[src/rtl/sertx_pkg.sv]
package sertx_pkg;

    typedef enum logic [1:0] {
        ST_IDLE  = 2'd0,
        ST_DELAY = 2'd1,
        ST_SHIFT = 2'd2
    } tx_state_e;

    // reserved delay code 3 is treated as the longest legal delay
    function automatic logic [1:0] eff_delay(input logic [1:0] code);
        return (code == 2'd3) ? 2'd2 : code;
    endfunction

endpackage

[src/rtl/sertx_holdreg.sv]
module sertx_holdreg #(
    parameter int DATA_W = 16
) (
    input  logic              clk,
    input  logic              rst_n,
    input  logic              wr_en,
    input  logic [DATA_W-1:0] wr_data,
    input  logic              take,
    output logic [DATA_W-1:0] hold_data,
    output logic              empty
);

    typedef struct packed {
        logic [DATA_W-1:0] data;
        logic              empty;
    } hold_t;

    hold_t hold_d, hold_q;

    always_comb begin
        hold_d = hold_q;
        if (take) begin
            hold_d.empty = 1'b1;
        end
        // host write has priority over the consume marker
        if (wr_en) begin
            hold_d.data  = wr_data;
            hold_d.empty = 1'b0;
        end
    end

    always_ff @(posedge clk or negedge rst_n) begin
        if (!rst_n) begin
            hold_q <= '{data: '0, empty: 1'b1};
        end else begin
            hold_q <= hold_d;
        end
    end

    assign hold_data = hold_q.data;
    assign empty     = hold_q.empty;

endmodule

[src/rtl/sertx_shifter.sv]
module sertx_shifter #(
    parameter int DATA_W = 16
) (
    input  logic              clk,
    input  logic              rst_n,
    input  logic              load,
    input  logic [DATA_W-1:0] load_data,
    input  logic              shift,
    output logic              msb
);

    logic [DATA_W-1:0] sr_d, sr_q;

    always_comb begin
        sr_d = sr_q;
        if (load) begin
            sr_d = load_data;
        end else if (shift) begin
            sr_d = {sr_q[DATA_W-2:0], 1'b0};
        end
    end

    always_ff @(posedge clk or negedge rst_n) begin
        if (!rst_n) begin
            sr_q <= '0;
        end else begin
            sr_q <= sr_d;
        end
    end

    assign msb = sr_q[DATA_W-1];

endmodule

[src/rtl/sertx_stickyflag.sv]
module sertx_stickyflag (
    input  logic clk,
    input  logic rst_n,
    input  logic set,
    input  logic clr,
    output logic flag
);

    logic flag_d, flag_q;

    always_comb begin
        flag_d = flag_q;
        if (clr) begin
            flag_d = 1'b0;
        end
        if (set) begin
            flag_d = 1'b1;
        end
    end

    always_ff @(posedge clk or negedge rst_n) begin
        if (!rst_n) begin
            flag_q <= 1'b0;
        end else begin
            flag_q <= flag_d;
        end
    end

    assign flag = flag_q;

endmodule

[src/rtl/sertx_frame_tx.sv]
module sertx_frame_tx
    import sertx_pkg::*;
#(
    parameter int DATA_W = 16,
    parameter int LEN_W  = 7
) (
    input  logic              clk,
    input  logic              rst_n,
    input  logic [1:0]        cfg_delay,
    input  logic              cfg_dual,
    input  logic [LEN_W-1:0]  cfg_len1,
    input  logic [LEN_W-1:0]  cfg_len2,
    input  logic              cfg_ignore_fs,
    input  logic              host_wr,
    input  logic [DATA_W-1:0] host_wdata,
    input  logic              host_err_clr,
    input  logic              fs_in,
    output logic              tx_dout,
    output logic              tx_oe,
    output logic              hold_empty,
    output logic              sync_err
);

    localparam int CNT_W = $clog2(DATA_W);
    localparam logic [CNT_W-1:0] BIT_LAST = CNT_W'(DATA_W - 1);

    typedef struct packed {
        tx_state_e         state;
        logic [1:0]        dly;
        logic [CNT_W-1:0]  bits;
        logic [LEN_W-1:0]  words;
        logic              phase;
    } ctl_t;

    ctl_t ctl_d, ctl_q;

    logic              last_bit;
    logic              last_word;
    logic              frame_end;
    logic              busy;
    logic              fs_unexp;
    logic              start;
    logic              err_set;
    logic              word_load;
    logic              do_shift;
    logic [1:0]        dly_code;
    logic [LEN_W-1:0]  word_lim;
    logic [DATA_W-1:0] hold_data;
    logic              sr_msb;

    always_comb begin
        dly_code  = eff_delay(cfg_delay);
        word_lim  = ctl_q.phase ? cfg_len2 : cfg_len1;
        busy      = (ctl_q.state != ST_IDLE);
        last_bit  = (ctl_q.bits == BIT_LAST);
        last_word = (ctl_q.phase == cfg_dual) && (ctl_q.words == word_lim);
        frame_end = (ctl_q.state == ST_SHIFT) && last_bit && last_word;
        fs_unexp  = fs_in && busy && !frame_end;
        err_set   = fs_unexp && !cfg_ignore_fs;
        start     = fs_in && (!busy || frame_end || err_set);
        word_load = start || ((ctl_q.state == ST_SHIFT) && last_bit && !last_word);
        do_shift  = (ctl_q.state == ST_SHIFT) && !last_bit;

        ctl_d = ctl_q;
        if (start) begin
            ctl_d.state = (dly_code == 2'd0) ? ST_SHIFT : ST_DELAY;
            ctl_d.dly   = dly_code - 2'd1;
            ctl_d.bits  = '0;
            ctl_d.words = '0;
            ctl_d.phase = 1'b0;
        end else begin
            unique case (ctl_q.state)
                ST_DELAY: begin
                    if (ctl_q.dly == 2'd0) begin
                        ctl_d.state = ST_SHIFT;
                    end else begin
                        ctl_d.dly = ctl_q.dly - 2'd1;
                    end
                end
                ST_SHIFT: begin
                    if (last_bit) begin
                        ctl_d.bits = '0;
                        if (last_word) begin
                            ctl_d.state = ST_IDLE;
                        end else if (ctl_q.words == word_lim) begin
                            ctl_d.phase = 1'b1;
                            ctl_d.words = '0;
                        end else begin
                            ctl_d.words = ctl_q.words + 1'b1;
                        end
                    end else begin
                        ctl_d.bits = ctl_q.bits + 1'b1;
                    end
                end
                default: ;
            endcase
        end
    end

    always_ff @(posedge clk or negedge rst_n) begin
        if (!rst_n) begin
            ctl_q <= '{state: ST_IDLE, dly: '0, bits: '0, words: '0, phase: 1'b0};
        end else begin
            ctl_q <= ctl_d;
        end
    end

    sertx_holdreg #(.DATA_W(DATA_W)) i_hold (
        .clk       (clk),
        .rst_n     (rst_n),
        .wr_en     (host_wr),
        .wr_data   (host_wdata),
        .take      (word_load),
        .hold_data (hold_data),
        .empty     (hold_empty)
    );

    sertx_shifter #(.DATA_W(DATA_W)) i_shift (
        .clk       (clk),
        .rst_n     (rst_n),
        .load      (word_load),
        .load_data (hold_data),
        .shift     (do_shift),
        .msb       (sr_msb)
    );

    sertx_stickyflag i_err (
        .clk   (clk),
        .rst_n (rst_n),
        .set   (err_set),
        .clr   (host_err_clr),
        .flag  (sync_err)
    );

    assign tx_oe   = (ctl_q.state == ST_SHIFT);
    assign tx_dout = tx_oe & sr_msb;

endmodule

[config.mk]
export PLATFORM = sky130hd
export DESIGN_NAME = sertx_frame_tx
export DESIGN_NICKNAME = d
export VERILOG_FILES = /design/src/rtl/sertx_pkg.sv /design/src/rtl/sertx_holdreg.sv /design/src/rtl/sertx_shifter.sv /design/src/rtl/sertx_stickyflag.sv /design/src/rtl/sertx_frame_tx.sv
export SDC_FILE = /design/constraint.sdc
export NUM_CORES = 1
export LEC_CHECK = 0
export ABC_AREA = 1
export CELL_PAD_IN_SITES_DETAIL_PLACEMENT = 1
export CELL_PAD_IN_SITES_GLOBAL_PLACEMENT = 1
export CORE_ASPECT_RATIO = 0.7
export CORE_MARGIN = 2
export CORE_UTILIZATION = 39
export CTS_BUF_LIST = sky130_fd_sc_hd__clkbuf_8 sky130_fd_sc_hd__clkbuf_16
export CTS_CLUSTER_DIAMETER = 30
export CTS_CLUSTER_SIZE = 25
export DETAILED_ROUTE_END_ITERATION = 8
export PLACE_DENSITY = 0.89
export SYNTH_ARGS = -nofsm -noshare
export SYNTH_HDL_FRONTEND = slang
export SYNTH_SLANG_ARGS = --single-unit
export TNS_END_PERCENT = 30
[constraint.sdc]
create_clock -name clk -period 2.2 [get_ports clk]
set_clock_uncertainty 0.2 [all_clocks]
set_input_delay 0.22 -clock clk [delete_from_list [all_inputs] [get_ports clk]]
set_output_delay 0.22 -clock clk [all_outputs]
set_load 0.005 [all_outputs]
; ---- After elaboration in Yosys (flattened, before gate mapping)
; Cells that the tools add are included.
[op_classes]
n_reduce_logical = 32
n_eq_ne = 11
n_addsub = 4
n_div = 0
mul = 0
shift = 0
muxes = 22
n_lt_le_gt_ge = 0
bitwise = 1
[ops]
columns = operator, n
row1 = $mux W16, 3
row2 = $mux W8, 2
row3 = $reduce_bool A2 Y1, 8
row4 = $mux W2, 7
row5 = $mux W7, 2
row6 = $mux W12, 1
row7 = $logic_and A1 B1 Y1, 9
row8 = $reduce_and A4 Y1, 2
row9 = $add A7 B1 Y7 const B, 1
row10 = $eq A7 B7 Y1, 1
row11 = $ne A3 B1 Y1 const B, 2
row12 = $logic_not A1 Y1, 5
row13 = $mux W1, 5
row14 = $add A4 B1 Y4 const B, 1
row15 = $eq A2 B2 Y1 const B, 2
row16 = $eq A4 B4 Y1 const B, 1
row17 = $logic_not A2 Y1, 2
row18 = $mux W4, 1
row19 = $pmux W2 S2, 1
row20 = $sub A2 B1 Y2 const B, 2
row21 = $logic_or A1 B1 Y1, 3
row22 = $ne A3 B3 Y1 const B, 1
row23 = $reduce_and A3 Y1, 1
row24 = $reduce_bool A3 Y1, 1
row25 = other kinds (6), 6
[totals]
ramBits = 0
elab_cells = 79
memories = 0
latch_bits = 0
in_bits = 39
out_inout_bits = 4
reg_bits = 50
mem_bits_ro = 0

; ---- Depth between registers and ports, before layout
[depth]
depth_word = 12
mapped_depth = 18
depth_no_buf = 17

; ---- Modules after synthesis
; From an unflattened synthesis, not the netlist that was laid out.
[hier_totals]
hier_cells = 354
hier_area_um2 = 2723.9
[by_module_without_submodules]
columns = module, area_each_um2, cells_per_inst, n_inst, seq_area_each_um2
row1 = sertx_frame_tx, 1246.2, 191, 1, 400.4
row2 = sertx_shifter, 759.5, 87, 1, 400.4
row3 = sertx_holdreg, 678.2, 71, 1, 426.7
row4 = sertx_stickyflag, 40.0, 5, 1, 25.0

; ---- Worst setup path after synthesis
; OpenSTA, ideal clock, no wires.
[synth_timing]
path_kind = flip-flop to flip-flop
startpoint = register ctl_q[5] in the netlist's numbering
endpoint = register ctl_q[5] in the netlist's numbering
stages_incl_launch_ff = 15
t_arrival_ns = 1.685
setup_time_ns = 0.125
period_less_slack_ns = 2.010
slack_ns = 0.190
path_buffers = 3
required_ns = 1.875
cell_sequence = dfrtp_1 clkbuf_1 nand3b_1 nand2_1 nand2_1 nor2_2 nand4_2 nand3_2 nand2_2 nand2_4 inv_2 buf_6 buf_6 nand2_1 o31ai_1
[synth_via]
elab_chain_len = 10
elab_cells_between_ends = 19
classes_between = add/sub (1) / eq/ne (2) / mux (5) / reduce/logical (11)
[synth_rtl]
columns = item, line_no
row1 = from (decl), sertx_frame_tx.sv:35  ; ctl_t ctl_d, ctl_q;
row2 = from (signal assigned), sertx_frame_tx.sv:102  ; ctl_q <= '{state: ST_IDLE, dly: '0, bits: '0, words: '0, phase: 1'b0};
row3 = from (signal assigned), sertx_frame_tx.sv:104  ; ctl_q <= ctl_d;
row4 = branches (longest 10 deep; another with $add A7 B1 Y7), -
; Several ways; the timed one is not identified. The select of a mux whose other input is x is not followed.
; A chain may end at the register's enable or synchronous reset.

; ---- Worst setup path after layout
[layout_timing]
startpoint = register ctl_q[0] in the netlist's numbering
endpoint = register i_shift.sr_q[0]
[layout_via]
elab_chain_len = 11
elab_cells_between_ends = 16
classes_between = eq/ne (2) / mux (2) / reduce/logical (12)
[layout_rtl]
columns = item, line_no
row1 = $mux W7, sertx_frame_tx.sv:53  ; word_lim = ctl_q.phase ? cfg_len2 : cfg_len1;
row2 = $eq A7 B7 Y1, sertx_frame_tx.sv:56  ; last_word = (ctl_q.phase == cfg_dual) && (ctl_q.words == word_lim);
row3 = $logic_and A1 B1 Y1 *, sertx_frame_tx.sv:56
row4 = $logic_and A1 B1 Y1, sertx_frame_tx.sv:57  ; frame_end = (ctl_q.state == ST_SHIFT) && last_bit && last_word;
row5 = $logic_not A1 Y1, sertx_frame_tx.sv:58  ; fs_unexp = fs_in && busy && !frame_end;
row6 = $logic_and A1 B1 Y1, sertx_frame_tx.sv:58
row7 = $logic_and A1 B1 Y1, sertx_frame_tx.sv:59  ; err_set = fs_unexp && !cfg_ignore_fs;
row8 = $logic_or A1 B1 Y1, sertx_frame_tx.sv:60  ; start = fs_in && (!busy || frame_end || err_set);
row9 = $logic_and A1 B1 Y1, sertx_frame_tx.sv:60
row10 = $logic_or A1 B1 Y1 *, sertx_frame_tx.sv:61  ; word_load = start || ((ctl_q.state == ST_SHIFT) && last_bit && !last_word);
row11 = $mux W16 or $reduce_bool A2 Y1 (tied branches), -
row12 = to (signal assigned), sertx_shifter.sv:27  ; sr_q <= sr_d;
row13 = to (decl), sertx_shifter.sv:12  ; logic [DATA_W-1:0] sr_d, sr_q;
; Every way passes the cells marked *; elsewhere a longest branch is shown, timed or not.

==> results.yml <==
detailed_routing:
  wirelength_mm: 10.4
  viasPerCell: 5.35
  routed-via-count: 2688
  wl_per_cell_um: 20.7
  drc_errors: 0
  dr.pass1.iters: 7
  drt_iter0_markers: 109
  drtAntennaViolNets: 0
critical_path:
  start_kind: "flip-flop"
  worst-path-max-fanout: 8
  worstSetupPathType: "reg -> reg"
  crit_path_end_kind: "flip-flop"
  worstPathArrival_ps: 2540
  cp.required_ps: 2230
yosys:
  synthFlopType: "dfrtp_1"
  synth_most_common_cell: "nand2_1"
  synth-simple-area-share_pct: 30.3
  seq_area_frac_synth_pct: 47.4
  synth_cell_types: 31
  synth-compound-area-share_pct: 11.1
  synth_edf_count: 0
  synth_seq_cells: 50
  synth.area.top_cells: "dfrtp_1, nand2_1, nand3_1"
  synth_top_family_by_area: "simple AND/OR/NAND/NOR gates"
  ys_async_sr_fraction_pct: 100
  muxShareOfSynthArea_pct: 0
  synth_cells: 335
  yosysWarnings: 0
  syn_area_um2: 2640
  synthAdderAreaFrac_pct: 0.948
  yosysTopAreaCellShare_pct: 46.4
  synth-xor-area-share_pct: 0.995
  syn_area_per_cell_um2: 7.88
  yosys.area.top_type: "dfrtp_1"
  synth_nets: 376
  synth_commonest_cells: "nand2_1, dfrtp_1, inv_1"
clock_tree:
  clk_latency_ps: 320
  tritoncts: "built"
  clock_sinks: 50
  cts.clk_slew.worst_paths_ps: 100
  cts_buffers: 5
  clockBufferDepth: 2
  cts_max_level: 2
  cts-root-buf: "clkbuf_8"
layout:
  area_growth_pct: 46.0
  fillers: 775
  multi_input_area_um2: 1440
  diodes: 0
  regArea_um2: 1250
  nets: 448
  drive_above_1_share_pct: 30.6
sta:
  post-route-period-util_pct: 114
  slew_headroom_pct: 55.5
  hold_viol_final: 0
  finalSetupViolCount: 33
  drv_slew: 0
  rsz0062_at_grt: "true"
  tightest_slew_ps: 667
  fin_crit_ps: 2510
  setup_ws_ps: -310
  fin_tns_setup_ps: -7310
  max_freq_ghz: 0.398
global_route:
  grt_pass1_wl_mm: 14.0
  grt_max_degree: 51
  grtUsageTotal_pct: 24.7
  overflow: 0
  grt_pass1_vias: 2709
  antenna_found_initial: 0
die:
  chipHeight_um: 72.8
  die_width_um: 102
  num_rows: 25
  initial_core_util_pct: 39.6
  die_area_um2: 7450
  core_area_um2: 6660
  pin_count: 43
placed_design:
  portBuffers: 42
  place_congestion: 0.791
  dpl.hpwl_mm: 5.31
power:
  ir_drop_mv: 0.463
  p_leak_uw: 0.00190
  power_uw: 4100
  p_per_area_nw_per_um2: 1060
flow_run:
  drv_cap: 0
status:
  status: "finished with violations"
  violations: "negative setup slack"
worst_hold_path:
  holdCritPathClass: "in -> reg"
per-stage QoR:
stage | hold slack [ps] | area, um^2 | utilization [%] | cells | setup slack [ps]
6_report | 247 | 3850 | 57.9 | 502 | -310
5_1_grt | 244 | 3850 | 57.9 | 502 | -358
4_1_cts | 253 | 3630 | 54.4 | 498 | -63.0
3_5_place_dp | 177 | 3310 | 49.7 | 486 | -226
3_3_place_gp | 173 | 3310 | 49.7 | 486 | -101
2_1_floorplan | -276 | 2640 | - | 335 | 190
critical path: stages, from the launching register on:
cell and delay (ps):
dfrtp_2 490, buf_6 150, nand2_2 80, nand3_1 150
nand2_2 120, nand2_2 80, nor2_4 180, nand2_2 100
inv_2 80, nand2_4 60, nand2_4 100, nand2_8 90
nor2_4 190, buf_12 170, nand2_1 70, o21ai_1 100
cells by family (layout without fill, tap and decap cells):
logic type,after synthesis,after routing
flip-flops,50,50
AO/OA/AOI/OAI,43,43
adder cells (fa/ha/maj),2,2
AND/OR/NAND/NOR,181,181
XOR/XNOR,3,3
buffers and inverters,56,129
area by class of cell:
| cell class | instances | share of cell area, % |
|---|---|---|
| clock inverters | 3 | 1.04 |
| multi-input cells | 229 | 37.4 |
| well taps | 94 | 3.05 |
| flip-flops and latches | 50 | 32.5 |
| inverters | 44 | 4.54 |
| clock buffers | 5 | 1.79 |
| repair inverters | 1 | 0.195 |
| repair buffers | 76 | 19.5 |
power breakdown:
| group | switching, uW | internal, uW |
|---|---|---|
| logic | 1160 | 801 |
| clock network | 340 | 336 |
| registers | 288 | 1180 |
| total | 1790 | 2310 |
sequential cells by signal, indices dropped and copies added (netlist names):
register and count:
i_hold.empty 1, i_shift.sr_q 16, ctl_q 16, i_err.flag 1, i_hold.hold_data 16
placed cells by master (no fill, tap or decap), drive strengths merged:
master and n:
xnor2 2, dlymetal6s2s 1, nand3b 2, nor2 12
o22ai 2, dfrtp 49, bufinv 1, xor2 1
nor3 1, nand4 5, clkinvlp 1, ha 2
nand2 121, clkdlybuf4s50 40, clkbuf 6, o211ai 10
inv 44, buf 33, dlygate4sd3 1, a211oi 1
o31ai 1, a21oi 4, o21ai 25, clkinv 2
dfstp 1, nor4 1, nand3 39
worst paths after layout:
kind                                           from                  end  slack (ps)  depth (start not counted)
min in group asynchronous                     rst_n            ctl_q[10]         340                          3
worst min register to register  i_hold.hold_data[2]  i_hold.hold_data[2]         280                          2
worst max register to register             ctl_q[0]      i_shift.sr_q[0]        -310                         15
max in group asynchronous                     rst_n             ctl_q[0]         980                          3
worst max-delay path                       ctl_q[0]      i_shift.sr_q[0]        -310                         15
worst min-delay path                  host_wdata[8]  i_hold.hold_data[8]         250                          3
per-layer routing:
metal | GRT usage, % | part of all wire [%] | vias up
li1 | - | - | 1217
met1 | 33.2 | 43 | 1343
met2 | 42.0 | 49 | 106
met3 | 4.02 | 5.5 | 22
met4 | 6.37 | 1.8 | 0
met5 | 0 | 0 | -
repair_timing:
action	in CTS	in global routing
endpoints found under the hold margin	49	0
gates resized for setup	57	49
hold buffers	1	0
setup endpoints to repair	33	34
buffers inserted	4	4
pin swaps	12	24
cloned	1	1
Power figures use the tool's default switching activity.
